==> src/rtl/brl_pkg.sv <==
package brl_pkg;
  localparam int OPT_W = 5;

  typedef struct packed {
    logic dec;        // counter decrement requested
    logic want_zero;  // counter test expects zero
    logic use_cond;   // condition bit participates
    logic sense;      // required condition bit value
    logic z_bad;      // reserved bit violation (strict only)
  } opt_dec_t;
endpackage

==> src/rtl/brl_opt_decode.sv <==
module brl_opt_decode
  import brl_pkg::*;
(
  input  logic [OPT_W-1:0] opt,
  input  logic             strict,
  output opt_dec_t         d
);
  logic z_raw;

  always_comb begin
    if (opt[4]) begin
      if (opt[2]) z_raw = opt[3] | opt[1] | opt[0];
      else        z_raw = opt[3];
    end else begin
      if (opt[2]) z_raw = opt[1];
      else        z_raw = 1'b0;
    end
  end

  always_comb begin
    d.dec       = ~opt[2];
    d.want_zero = opt[1];
    d.use_cond  = ~opt[4];
    d.sense     = opt[3];
    d.z_bad     = strict & z_raw;
  end

  // R8 relaxed mode never reports a violation
  always_comb begin
    if (!strict) a_r8_relaxed: assert (d.z_bad == 1'b0);
  end
endmodule

==> src/rtl/brl_cond_select.sv <==
module brl_cond_select #(
  parameter int CR_W  = 32,
  parameter int IDX_W = $clog2(CR_W)
) (
  input  logic [CR_W-1:0]  cr_word,
  input  logic [IDX_W-1:0] idx,
  output logic             bit_o
);
  localparam int TOP = CR_W - 1;
  always_comb bit_o = cr_word[TOP - int'(idx)];
endmodule

==> src/rtl/brl_state.sv <==
module brl_state #(
  parameter int          W        = 32,
  parameter logic [W-1:0] CTR_INIT = '0,
  parameter logic [W-1:0] LNK_INIT = '0
) (
  input  logic         clk,
  input  logic         rst,
  input  logic         ctr_we,
  input  logic         lnk_we,
  input  logic [W-1:0] lnk_d,
  output logic [W-1:0] ctr_q,
  output logic [W-1:0] ctr_dec,
  output logic [W-1:0] lnk_q
);
  always_comb ctr_dec = ctr_q - W'(1);

  always_ff @(posedge clk) begin
    if (rst) begin
      ctr_q <= CTR_INIT;
      lnk_q <= LNK_INIT;
    end else begin
      if (ctr_we) ctr_q <= ctr_dec;
      if (lnk_we) lnk_q <= lnk_d;
    end
  end

  // R13 counter changes only by one step downward
  a_r13_step: assert property (@(posedge clk) disable iff (rst)
    !$stable(ctr_q) |-> (ctr_q == $past(ctr_q) - W'(1)));
endmodule

==> src/rtl/brl_resolver.sv <==
module brl_resolver
  import brl_pkg::*;
#(
  parameter int           W        = 32,
  parameter int           CR_W     = 32,
  parameter logic [W-1:0] CTR_INIT = 32'd3,
  parameter logic [W-1:0] LNK_INIT = 32'h0000_1000
) (
  input  logic                     clk,
  input  logic                     rst,
  input  logic                     in_valid,
  input  logic [OPT_W-1:0]         opt,
  input  logic [$clog2(CR_W)-1:0]  cr_idx,
  input  logic                     link_req,
  input  logic [CR_W-1:0]          cr_word,
  input  logic [W-1:0]             next_pc,
  input  logic                     strict,
  output logic                     res_valid,
  output logic                     res_taken,
  output logic [W-1:0]             res_target,
  output logic                     bad_form,
  output logic [W-1:0]             ctr_value,
  output logic [W-1:0]             link_value
);
  localparam int ALIGN = 2;

  opt_dec_t   d;
  logic       cbit;
  logic       ok_form;
  logic       cond_ok;
  logic       ctr_ok;
  logic       taken_c;
  logic       ctr_we;
  logic       lnk_we;
  logic [W-1:0] ctr_q, ctr_dec, lnk_q;

  brl_opt_decode u_dec (.opt(opt), .strict(strict), .d(d));

  brl_cond_select #(.CR_W(CR_W)) u_sel (
    .cr_word(cr_word), .idx(cr_idx), .bit_o(cbit));

  brl_state #(.W(W), .CTR_INIT(CTR_INIT), .LNK_INIT(LNK_INIT)) u_st (
    .clk(clk), .rst(rst), .ctr_we(ctr_we), .lnk_we(lnk_we),
    .lnk_d(next_pc), .ctr_q(ctr_q), .ctr_dec(ctr_dec), .lnk_q(lnk_q));

  always_comb begin
    ok_form = ~d.z_bad;
    cond_ok = ~d.use_cond | (cbit == d.sense);
    ctr_ok  = ~d.dec | ((ctr_dec == '0) == d.want_zero);
    taken_c = ok_form & cond_ok & ctr_ok;
    ctr_we  = in_valid & ok_form & d.dec;
    lnk_we  = in_valid & ok_form & link_req;
  end

  always_ff @(posedge clk) begin
    if (rst) begin
      res_valid  <= 1'b0;
      res_taken  <= 1'b0;
      res_target <= '0;
      bad_form   <= 1'b0;
    end else begin
      res_valid <= in_valid;
      if (in_valid) begin
        res_taken  <= taken_c;
        res_target <= {lnk_q[W-1:ALIGN], {ALIGN{1'b0}}};
        bad_form   <= d.z_bad;
      end
    end
  end

  always_comb begin
    ctr_value  = ctr_q;
    link_value = lnk_q;
  end

  // R12 one-cycle result strobe
  a_r12_strobe: assert property (@(posedge clk) disable iff (rst)
    in_valid |=> res_valid);
  a_r12_quiet: assert property (@(posedge clk) disable iff (rst)
    !in_valid |=> !res_valid);
  // R11 invalid form never taken
  a_r11_no_take: assert property (@(posedge clk) disable iff (rst)
    (res_valid && bad_form) |-> !res_taken);
  // R1 target is word aligned
  a_r1_aligned: assert property (@(posedge clk) disable iff (rst)
    res_valid |-> (res_target[ALIGN-1:0] == '0));
  // R2 link holds without a link request
  a_r2_link_hold: assert property (@(posedge clk) disable iff (rst)
    (!in_valid || !link_req) |=> (link_value == $past(link_value)));
  // R5 R7 codes without decrement leave the counter alone
  a_r5_ctr_hold: assert property (@(posedge clk) disable iff (rst)
    (in_valid && opt[2]) |=> $stable(ctr_value));
endmodule

==> config.mk <==
export PLATFORM = sky130hd
export DESIGN_NAME = brl_resolver
export DESIGN_NICKNAME = d
export VERILOG_FILES = /design/src/rtl/brl_pkg.sv /design/src/rtl/brl_opt_decode.sv /design/src/rtl/brl_cond_select.sv /design/src/rtl/brl_state.sv /design/src/rtl/brl_resolver.sv
export SDC_FILE = /design/constraint.sdc
export NUM_CORES = 1
export LEC_CHECK = 0
export BUFFER_PORTS_ARGS = -buffer_cell sky130_fd_sc_hd__buf_2
export CORE_MARGIN = 2
export CORE_UTILIZATION = 45
export DETAILED_ROUTE_END_ITERATION = 6
export PLACE_DENSITY = 0.78
export SYNTH_ARGS = -nofsm -noshare
export SYNTH_HDL_FRONTEND = slang
export SYNTH_HIERARCHICAL = 1
export SYNTH_SLANG_ARGS = --single-unit
==> constraint.sdc <==
create_clock -name clk -period 3.08 [get_ports clk]
set_input_delay 0.154 -clock clk [delete_from_list [all_inputs] [get_ports clk]]
set_output_delay 0.154 -clock clk [all_outputs]
set_load 0.1 [all_outputs]
---- Yosys cells after proc, flatten, opt, wreduce, memory -nomap -nowiden ----
Index checks and enable logic that the tools add are counted.
operators by class
  add/subtract/negate cells ............... 2
  $lt $le $gt $ge ......................... 1
  eq/ne operators ......................... 2
  multiplexer cells ....................... 6
  bitwise logic cells ..................... 12
  reduce and logical (&&, ||, !) cells .... 1
operators with widths
  cell                     number
  $logic_not A32 Y1        1
  $lt A32 B7 Y1 const B    1
  $sub A32 B1 Y32 const B  1
  $and A1 B1 Y1            6
  $sub A5 B5 Y6 const A    1
  $bmux W1 S5              1
  $mux W1                  5
  $or A1 B1 Y1             4
  $eq A1 B1 Y1             2
  $not A1 Y1               2
word-level totals
  flip-flop bits (word level) ............. 97
  bits of input ports ..................... 79

---- Logic depth before layout (Yosys ltp) ----
Gate-level depths: netlist of the first run.
  depth in word-level cells ............... 8
  mapped depth ............................ 11

---- By module ----
Netlist of the first run, hierarchy kept.
modules (own cells, without submodules)
  module           instances  cells an instance  area an instance (µm²)
  brl_state        1          365                3,229.3
  brl_resolver     1          126                1,306.3
  brl_cond_select  1          41                 325.3
  brl_opt_decode   1          7                  42.5

---- Worst setup path before layout of the first run ----
No wires, ideal clock.
  kind .................................... flip-flop to flip-flop
  start point ............................. reg u_st.ctr_q[7]
  end point ............................... reg res_taken
  library setup time ...................... 112 ps
  arrival time ............................ 3,412 ps
  required time ........................... 2,968 ps
  slack ................................... -445 ps
  cell stages (with the launch flop) ...... 12
  cell sequence ........................... dfxtp_1 buf_6 or4_4 or3_1 buf_2 clkbuf_1 nor3_1 xor2_1 nor4_2 nand4_1 o2111a_1 a2111oi_1
between the ends
  cells in the longest elaborated chain, start to end .. 5
ends and longest elaborated chain
  item                    RTL line            text
  from (decl)             brl_state.sv:11     output logic [W-1:0] ctr_q,
  from (signal assigned)  brl_state.sv:22     if (ctr_we) ctr_q <= ctr_dec;
  $sub A32 B1 Y32         brl_state.sv:15     always_comb ctr_dec = ctr_q - W'(1);
  net ctr_dec[17]         brl_resolver.sv:35  logic [W-1:0] ctr_q, ctr_dec, lnk_q;
  $logic_not A32 Y1       brl_resolver.sv:49  ctr_ok = ~d.dec | ((ctr_dec == '0) == d.want_zero);
  $eq A1 B1 Y1            brl_resolver.sv:49
  $or A1 B1 Y1            brl_resolver.sv:49
  $and A1 B1 Y1           brl_resolver.sv:50  taken_c = ok_form & cond_ok & ctr_ok;
  to (signal assigned)    brl_resolver.sv:64  res_taken <= taken_c;
  to (decl)               brl_resolver.sv:19  output logic res_taken,
The timed path passes the listed nets, and every way through them passes these cells.
A chain may end at the register's enable or synchronous reset.

---- Worst setup path after layout of the first run ----
Ends and elaborated chain as after synthesis.

==> flow_metrics.env, run 1 <==
export IMPL_ir_drop_v=0.000412
export IMPL_synthToLayoutAreaGrowth_pct=28.1
export IMPL_yosysWarnings=6
export IMPL_grt_pass1_wl_microns=20500
export IMPL_rr_worst_depth=8
export IMPL_fin_skew_ns=0.00730
export IMPL_vias_per_cell=5.35
export IMPL_die_area_sq_um=11700
export IMPL_maxSlewViolCount=0
export IMPL_async_reset_ff_share_pct=0
export IMPL_slew_headroom_pct=47.5
export IMPL_finalSetupViolCount=0
export IMPL_synth_seq_cells=97
export IMPL_setup_tns_ns=0
export IMPL_drt_iter0_drc=286
export IMPL_path_clk_slew_ns=0.11
export IMPL_p_sw_share_pct=33.6
export IMPL_tightest_slew_ns=0.788
export IMPL_grt_pass1_vias=4344
export IMPL_r2r_start="u_st/ctr_q[7]$_SDFFE_PP0P_"
export IMPL_r2r_end="res_taken$_SDFFE_PP0P_"
export IMPL_whs_path_depth=3
export IMPL_synth_cell_types=50
export IMPL_hold_viol_final=0
export IMPL_io_buffers=175
export IMPL_total_leakage_power_nw=3.07
export IMPL_die_h_microns=108
export IMPL_powerDensity_nw_per_um2=441
export IMPL_final_cells=863
export IMPL_comb_power_share_pct=20.1
export IMPL_placed_cells_incl_taps=833
export IMPL_yosysSeqAreaShare_pct=39.6
export IMPL_switchingPower_mw=0.930
export IMPL_drive_gt1_share_pct=34.3
export IMPL_nNetsFinal=798
export IMPL_startpoint_type="register"
export IMPL_nFillCells=927
export IMPL_outcome="complete, no violations"
export IMPL_rsz0062_at_grt="false"
export IMPL_finalCriticalPeriod_ns=2.93
export IMPL_synth_edf_count=0
export IMPL_syn_area_per_cell_sq_um=9.10
export IMPL_placed_area_sq_um=5920
export IMPL_required_ns=3.35
export IMPL_dr_pass1_iters=5
export IMPL_h_tree_depth=3
export IMPL_cp_data_arrival_time_ns=3.20
export IMPL_synthesis_instances=539
export IMPL_clkPwrFrac_pct=32.6
export IMPL_final_util_pct=58.4
export IMPL_setup_ws_ns=0.151
export IMPL_seq_area_sq_um=1960
export IMPL_wl_microns=13000
export IMPL_diodes=0
export IMPL_drcViolationCount=0
export IMPL_holdWs_ns=0.0116
export IMPL_routedWlPerCell_microns=15.1
export IMPL_worst_hold_path_endpoint="u_st/lnk_q[16]$_SDFFE_PP0P_"
export IMPL_postLayoutCellArea_sq_um=6280
export IMPL_min_period_over_period_pct=95.1
export IMPL_r2r_slack_ns=0.15
export IMPL_initial_core_util_pct=45.6
export IMPL_core_sq_um=10700
export IMPL_netlist_area_sq_um=4900
export IMPL_grt_max_degree=63
export IMPL_rows=38
export IMPL_die_x_microns=108
export IMPL_cts_tree="done"
export IMPL_p_seq_share_pct=47.3
export IMPL_min_from="next_pc[16]"
export IMPL_dp_hpwl_microns=9240
export IMPL_ant_nets=0
export IMPL_multi_input_area_sq_um=2750
export IMPL_clockBufferDepth=2
export IMPL_synthFlopType="dfxtp_1"
export IMPL_max_freq_mhz=341
export IMPL_hold_class="input pin to register"
export IMPL_clock_latency_ns=0.38
export IMPL_cts_root_buffer="clkbuf_8"
export IMPL_overflow=0
export IMPL_crit_path_end_kind="register"
export IMPL_cts_made_buffers=9
export IMPL_intPower_mw=1.84
export IMPL_cts_sinks=97
export IMPL_cp_max_fo=17
export IMPL_grt_use_total_pct=21.9
export IMPL_crit_type="register to register"
export IMPL_antenna_found_initial=0
export IMPL_dp_slack_ns=0.209
export IMPL_globalplace_congestion=0.922
export IMPL_cap_violations=0
export IMPL_io_pin_count=178
export IMPL_finalPower_mw=2.77
export IMPL_via_count=4619
cells in the final DEF (no fill, tap or decap), types with 4 or more instances in the layout:
master         synthesis  layout
nor3_2                 1       4
clkbuf_8               4       9
nand2_1               25      25
or3_1                  5       4
inv_1                  6       6
dlygate4sd3_1          0      14
nand2b_1               7       7
nor2_1                88      88
a22oi_1                5       5
buf_4                  4      17
nand3_1               15      15
dfxtp_2                0      10
mux2i_1               78      78
dfxtp_1               97      86
nor4_2                 5       7
buf_2                  5     175
o31ai_1               12      12
mux2_2                 6       6
or4_1                 11      11
nor3_1                15      10
xnor2_1               12      12
o21ai_0                5       5
xor2_1                27      27
a21oi_1               19      19
nor4_1                13      11
nand4_1               10      10
nor2b_1                9       9
cell usage after synthesis (5+ instances only):
master	instances	area [sq um]
a22oi_1	5	37.5
nand3_1	15	75.1
or4_1	11	82.6
or3_1	5	31.3
o21ai_0	5	25.0
xor2_1	27	236
mux2_2	6	67.6
a21oi_1	19	95.1
clkbuf_1	18	67.6
nor4_1	13	81.3
inv_1	6	22.5
nand4_1	10	62.6
mux2i_1	78	781
nand2b_1	7	43.8
o31ai_1	12	90.1
buf_2	5	25.0
dfxtp_1	97	1940
nor3_1	15	75.1
nor2b_1	9	56.3
nor4_2	5	62.6
nand2_1	25	93.8
xnor2_1	12	105
nor2_1	88	330
worst max path at each step:
| stage | slack (ns) | start | cells past startpoint | endpoint |
|---|---|---|---|---|
| 6_report | 0.15 | u_st/ctr_q[7]$_SDFFE_PP0P_ | 8 | res_taken$_SDFFE_PP0P_ |
| 3_5_place_dp | 0.21 | u_st/ctr_q[20]$_SDFFE_PP0P_ | 8 | res_taken$_SDFFE_PP0P_ |
| 4_1_cts | 0.18 | u_st/ctr_q[20]$_SDFFE_PP0P_ | 8 | res_taken$_SDFFE_PP0P_ |
| 5_1_grt | 0.02 | u_st/ctr_q[3]$_SDFFE_PP0P_ | 9 | res_taken$_SDFFE_PP0P_ |
| 2_1_floorplan | 0.1 | u_st/ctr_q[7]$_SDFFE_PP0P_ | 11 | res_taken$_SDFFE_PP0P_ |
| 3_3_place_gp | 0.31 | u_st/ctr_q[7]$_SDFFE_PP0P_ | 8 | res_taken$_SDFFE_PP0P_ |
power by group through the flow:
stage,logic [mW],clock network [mW],registers [mW]
after detailed placement,0.543,0,1.34
after global routing,0.586,0.974,1.32
after global placement,0.535,0,1.34
after CTS,0.557,0.932,1.31
after floorplan,0.184,0,1.58
final,0.557,0.902,1.31
flip-flops by register name, summed over array words and instances (netlist names):
signal	cells
res_taken	1
res_valid	1
res_target	30
bad_form	1
u_st/ctr_q	32
u_st/lnk_q	32
cell families (layout without fill, tap and decap cells):
| kind of cell | count (synthesis) | in the layout | synth area share (%) |
|---|---|---|---|
| compound gates | 47 | 47 | 6.18 |
| xor+xnor | 39 | 39 | 6.97 |
| simple gates | 224 | 224 | 23.9 |
| fa+ha+maj | 1 | 1 | 0.255 |
| mux | 84 | 84 | 17.3 |
| flops | 97 | 97 | 39.6 |
| buf+inv | 46 | 229 | 5.72 |
| other cells | 1 | 2 | 0.0765 |
critical path, stage by stage (launching register included):
cell       delay (ns)
dfxtp_4          0.39
or4_4            0.54
or3_4            0.45
nor4_1           0.36
xor2_1           0.14
nor4_2           0.26
nand4_1          0.17
o2111a_1         0.27
a2111oi_1        0.22
final cells by class:
type / instances / share of cell area, %
clock buffers: 9 / 1.97
multi-input cells: 397 / 43.7
repair buffers: 207 / 18.5
inverters: 6 / 0.359
flip-flops and latches: 97 / 31.2
clock inverters: 7 / 1.43
well taps: 140 / 2.79
routing by layer:
layer	vias to the layer above	global-route usage [%]	part of all wire, %
met2	199	38.4	50
met1	2152	24.9	40
met4	0	8.15	1.9
li1	2238	-	-
met3	30	6.69	8.1
met5	-	0	0
what timing repair did:
action,in CTS,in global routing
hold endpoints to repair,14,0
hold buffers,14,0
buffers inserted,0,0
endpoints found under the setup margin,0,1
resized for setup,0,2
Power figures use the tool's default switching activity.
==> run 2: changes to the inputs <==
--- a/config.mk
+++ b/config.mk
@@ -10,6 +10,7 @@
 export CORE_UTILIZATION = 45
 export DETAILED_ROUTE_END_ITERATION = 6
 export PLACE_DENSITY = 0.78
+export SETUP_SLACK_MARGIN = 0.5
 export SYNTH_ARGS = -nofsm -noshare
 export SYNTH_HDL_FRONTEND = slang
 export SYNTH_HIERARCHICAL = 1
==> run 2 against run 1 <==
Against the previous run: sequential share of layout area is 0.54 points lower; largest power group unchanged; die area stayed put; critical path type unchanged; worst hold slack better by 0.0065 ns; register-to-register slack better by 0.09 ns; flip-flop and latch count stayed put.
==> flow_metrics.env, run 2 (synthesis results as in run 1) <==
export IMPL_outcome="complete, no violations"
export IMPL_hold_viol_final=0
export IMPL_fin_skew_ns=0.00938
export IMPL_tightest_slew_ns=0.846
export IMPL_clockBufferDepth=2
export IMPL_globalplace_congestion=0.869
export IMPL_dr_pass1_iters=4
export IMPL_nFillCells=931
export IMPL_rsz0062_at_grt="true"
export IMPL_ir_drop_v=0.000354
export IMPL_top_regs="u_st/ctr_q: 32 flops, u_st/lnk_q: 32 flops, res_target: 30 flops"
export IMPL_postLayoutCellArea_sq_um=6440
export IMPL_grt_pass1_vias=4446
export IMPL_drive_gt1_share_pct=38.3
export IMPL_placed_area_sq_um=5940
export IMPL_routedWlPerCell_microns=15.2
export IMPL_die_h_microns=108
export IMPL_finalCriticalPeriod_ns=2.84
export IMPL_mostFrequentLayoutCells="buf_2 (175), nor2_1 (88), dfxtp_1 (82)"
export IMPL_io_pin_count=178
export IMPL_cap_violations=0
export IMPL_crit_type="register to register"
export IMPL_hold_class="input pin to register"
export IMPL_startpoint_type="register"
export IMPL_cts_root_buffer="clkbuf_8"
export IMPL_crit_path_end_kind="register"
export IMPL_antenna_found_initial=1
export IMPL_wl_microns=13200
export IMPL_rows=38
export IMPL_grt_use_total_pct=22.2
export IMPL_cp_max_fo=5
export IMPL_nNetsFinal=800
export IMPL_max_freq_mhz=352
export IMPL_cts_made_buffers=9
export IMPL_overflow=0
export IMPL_initial_core_util_pct=45.6
export IMPL_cts_sinks=97
export IMPL_synthToLayoutAreaGrowth_pct=31.3
export IMPL_via_count=4656
export IMPL_grt_max_degree=60
export IMPL_diodes=0
export IMPL_drcViolationCount=0
export IMPL_cts_tree="done"
export IMPL_required_ns=3.36
export IMPL_die_area_sq_um=11700
export IMPL_slew_headroom_pct=43.6
export IMPL_grt_pass1_wl_microns=20800
export IMPL_dp_slack_ns=0.165
export IMPL_min_period_over_period_pct=92.2
export IMPL_drt_iter0_drc=273
export IMPL_dp_hpwl_microns=9060
export IMPL_powerDensity_nw_per_um2=420
export IMPL_setup_tns_ns=0
export IMPL_mostFrequentLayoutCell="buf_2"
export IMPL_total_leakage_power_nw=3.13
export IMPL_core_sq_um=10700
export IMPL_maxSlewViolCount=0
export IMPL_r2r_slack_ns=0.24
export IMPL_finalSetupViolCount=0
export IMPL_io_buffers=175
export IMPL_die_x_microns=108
export IMPL_h_tree_depth=3
export IMPL_setup_ws_ns=0.241
export IMPL_path_clk_slew_ns=0.09
export IMPL_vias_per_cell=5.38
export IMPL_ant_nets=0
export IMPL_cp_data_arrival_time_ns=3.12
export IMPL_clock_latency_ns=0.37
## run 2: final timing paths
kind,to,from,cells after the start
worst max-delay path,res_taken$_SDFFE_PP0P_,u_st/ctr_q[9]$_SDFFE_PP0P_,8
worst min-delay path,u_st/lnk_q[4]$_SDFFE_PP0P_,next_pc[4],3
worst max register to register,res_taken$_SDFFE_PP0P_,u_st/ctr_q[9]$_SDFFE_PP0P_,8
worst min register to register,res_target[19]$_SDFFE_PP0P_,res_target[19]$_SDFFE_PP0P_,2
## run 2: layer usage
layer | GRT usage [%] | vias up | part of all wire [%] | wire [microns]
met5 | 0 | - | 0.068 | 9
met4 | 10.5 | 2 | 2.7 | 355
met3 | 5.61 | 37 | 6.7 | 890
met2 | 37.7 | 175 | 49 | 6440
met1 | 26.1 | 2184 | 42 | 5500
li1 | - | 2258 | - | -
## run 2: repair_timing
item                                   CTS  global route
pin swaps                                4            15
setup buffers                            2            11
setup endpoints to repair                1             1
gates cloned                             2             0
endpoints found under the hold margin    4             0
gates resized for setup                  5            17
hold buffers                             4             0
## run 2: final cells by class
cell class	instances	area, sq um	share of cell area, %
multi-input combinational	399	2930	45.4
clock buffer	12	166	2.58
tap	140	175	2.72
clock inverter	4	33.8	0.525
sequential	97	1970	30.6
timing repair buffer	207	1140	17.7
inverter	6	22.5	0.350
## run 2: through the flow
step / power [mW] / cells / hold slack (ns) / utilization [%]
2_1_floorplan: 1.77 / 540 / 0.226 / -
3_3_place_gp: 1.87 / 830 / 0.367 / 55.3
3_5_place_dp: 1.88 / 830 / 0.375 / 55.3
4_1_cts: 2.71 / 854 / 0.000458 / 58.0
5_1_grt: 2.82 / 865 / 0.0161 / 59.9
6_report: 2.70 / 865 / 0.0181 / 59.9
## run 2: where the power goes
group / internal (mW) / leakage, nW / switching [mW] / total, mW
Combinational: 0.151 / 2.23 / 0.411 / 0.562
Clock: 0.371 / 0.0983 / 0.460 / 0.832
Sequential: 1.28 / 0.794 / 0.0236 / 1.31
Total: 1.81 / 3.13 / 0.895 / 2.70
## run 2: critical path, cell delays in order (launching register included)
cell,delay [ns]
dfxtp_4,0.36
or4_4,0.56
or3_4,0.45
nand2b_4,0.17
xnor2_2,0.13
nor4_1,0.28
nand4_1,0.22
o2111a_1,0.32
a2111oi_4,0.26
==> run 3: changes to the inputs <==
--- a/config.mk
+++ b/config.mk
@@ -9,6 +9,7 @@
 export CORE_MARGIN = 2
 export CORE_UTILIZATION = 45
 export DETAILED_ROUTE_END_ITERATION = 6
+export HOLD_SLACK_MARGIN = 0.02
 export PLACE_DENSITY = 0.78
 export SETUP_SLACK_MARGIN = 0.5
 export SYNTH_ARGS = -nofsm -noshare
==> run 3 against run 2 <==
Against the previous run: sequential power barely moved; register-to-register slack barely moved; critical path type unchanged; global-route usage rose by 0.85 points; first-iteration DRC count rose by 4.0%; core utilization rose by 1.7 points; combinational power rose by 3.6%; clock-buffer cell count did not move; clock power barely moved; routed wire length rose by 3.9%.
==> flow_metrics.env, run 3 (synthesis results as in run 1) <==
export IMPL_drcViolationCount=0
export IMPL_cts_sinks=97
export IMPL_core_sq_um=10700
export IMPL_grt_pass1_vias=4618
export IMPL_path_cells="or4_4 > or3_4 > nand2b_4 > xnor2_2 > nor4_1 > nand4_1 > o2111a_1 > a2111oi_4"
export IMPL_grt_max_degree=60
export IMPL_outcome="complete, no violations"
export IMPL_final_cells=883
export IMPL_drt_iter0_drc=284
export IMPL_top_regs="u_st/ctr_q: 32 flops, u_st/lnk_q: 32 flops, res_target: 30 flops"
export IMPL_synthToLayoutAreaGrowth_pct=35.0
export IMPL_hold_viol_final=0
export IMPL_cts_root_buffer="clkbuf_8"
export IMPL_final_util_pct=61.6
export IMPL_dr_pass1_iters=5
export IMPL_path_clk_slew_ns=0.09
export IMPL_dp_hpwl_microns=9060
export IMPL_total_leakage_power_nw=3.20
export IMPL_placed_cells_incl_taps=830
export IMPL_cts_tree="done"
export IMPL_clockBufferDepth=2
export IMPL_die_area_sq_um=11700
export IMPL_grt_pass1_wl_microns=21600
export IMPL_cp_max_fo=5
export IMPL_cp_data_arrival_time_ns=3.12
export IMPL_startpoint_type="register"
export IMPL_diodes=0
export IMPL_mostFrequentLayoutCell="buf_2"
export IMPL_grt_use_total_pct=23.0
export IMPL_drive_gt1_share_pct=37.4
export IMPL_clock_latency_ns=0.37
export IMPL_wl_microns=13700
export IMPL_via_count=4770
export IMPL_mostFrequentLayoutCells="buf_2 (175), nor2_1 (88), dfxtp_1 (82)"
export IMPL_finalCriticalPeriod_ns=2.85
export IMPL_max_freq_mhz=351
export IMPL_min_period_over_period_pct=92.4
export IMPL_crit_buf_inv=0
export IMPL_h_tree_depth=3
export IMPL_worst_path_max_delay_cell="or4_4"
export IMPL_io_pin_count=178
export IMPL_powerDensity_nw_per_um2=411
export IMPL_io_buffers=175
export IMPL_nNetsFinal=818
export IMPL_finalSetupViolCount=0
export IMPL_whs_path_depth=3
export IMPL_die_h_microns=108
export IMPL_vias_per_cell=5.40
export IMPL_crit_path_end_kind="register"
export IMPL_initial_core_util_pct=45.6
export IMPL_tightest_slew_ns=0.846
export IMPL_crit_family="simple AND/OR/NAND/NOR gates"
export IMPL_ant_nets=0
export IMPL_cpPeakStageDelay_ns=0.56
export IMPL_cap_violations=0
export IMPL_fin_skew_ns=0.00630
export IMPL_overflow=0
export IMPL_crit_type="register to register"
export IMPL_rsz0062_at_grt="true"
export IMPL_setup_tns_ns=0
export IMPL_cts_made_buffers=9
export IMPL_die_x_microns=108
export IMPL_slew_headroom_pct=43.6
export IMPL_rr_worst_depth=8
export IMPL_ir_drop_v=0.000355
export IMPL_holdWs_ns=0.0430
export IMPL_routedWlPerCell_microns=15.5
export IMPL_path_depth=8
export IMPL_rows=38
export IMPL_globalplace_congestion=0.869
export IMPL_maxSlewViolCount=0
export IMPL_antenna_found_initial=0
export IMPL_hold_class="input pin to register"
export IMPL_required_ns=3.36
==> run 3: area by class of cell <==
cell class / count / area, sq um
Clock buffer: 12 / 166
Clock inverter: 4 / 33.8
Fill cell: 909 / 4130
Inverter: 6 / 22.5
Multi-Input combinational cell: 399 / 2930
Sequential cell: 97 / 1970
Tap cell: 140 / 175
Timing Repair Buffer: 225 / 1320
==> run 3: power breakdown <==
part | switching, mW | internal, mW | leakage (nW)
sequential | 0.0241 | 1.28 | 0.794
clock | 0.460 | 0.371 | 0.0983
combinational | 0.416 | 0.166 | 2.31
total | 0.900 | 1.82 | 3.20
==> run 3: per-stage QoR <==
step                area [sq um]  power (mW)  setup slack, ns
detailed placement          5940        1.88            0.165
floorplan                   5060        1.77            0.215
finish                      6620        2.72            0.233
CTS                         6420        2.73            0.381
global placement            5940        1.87            0.287
global route                6620        2.84            0.166
==> run 3: worst paths after layout <==
check | startpoint | slack (ns) | endpoint
max | u_st/ctr_q[9]$_SDFFE_PP0P_ | 0.23 | res_taken$_SDFFE_PP0P_
min | next_pc[21] | 0.04 | u_st/lnk_q[21]$_SDFFE_PP0P_
max reg2reg | u_st/ctr_q[9]$_SDFFE_PP0P_ | 0.23 | res_taken$_SDFFE_PP0P_
min reg2reg | res_target[28]$_SDFFE_PP0P_ | 0.50 | res_target[28]$_SDFFE_PP0P_
==> run 3: what timing repair did <==
action,CTS,global route
resized for setup,5,17
hold buffers,22,0
endpoints found under the hold margin,22,0
cloned,2,0
endpoints found under the setup margin,1,1
pin swaps,4,15
buffers inserted,2,11
==> run 3: worst reg2reg max path, stage by stage, from the launching register on <==
cell and delay (ns):
dfxtp_4 0.36, or4_4 0.56, or3_4 0.45, nand2b_4 0.17, xnor2_2 0.12, nor4_1 0.28, nand4_1 0.23, o2111a_1 0.33
a2111oi_4 0.26
==> run 3: layer usage <==
| metal | GRT usage (%) | vias up | share of wire, % |
|---|---|---|---|
| met5 | 0 | - | 0 |
| met4 | 10.5 | 0 | 2.7 |
| met3 | 5.24 | 35 | 6.3 |
| met2 | 40.1 | 181 | 50 |
| met1 | 26.8 | 2263 | 40 |
| li1 | - | 2291 | - |
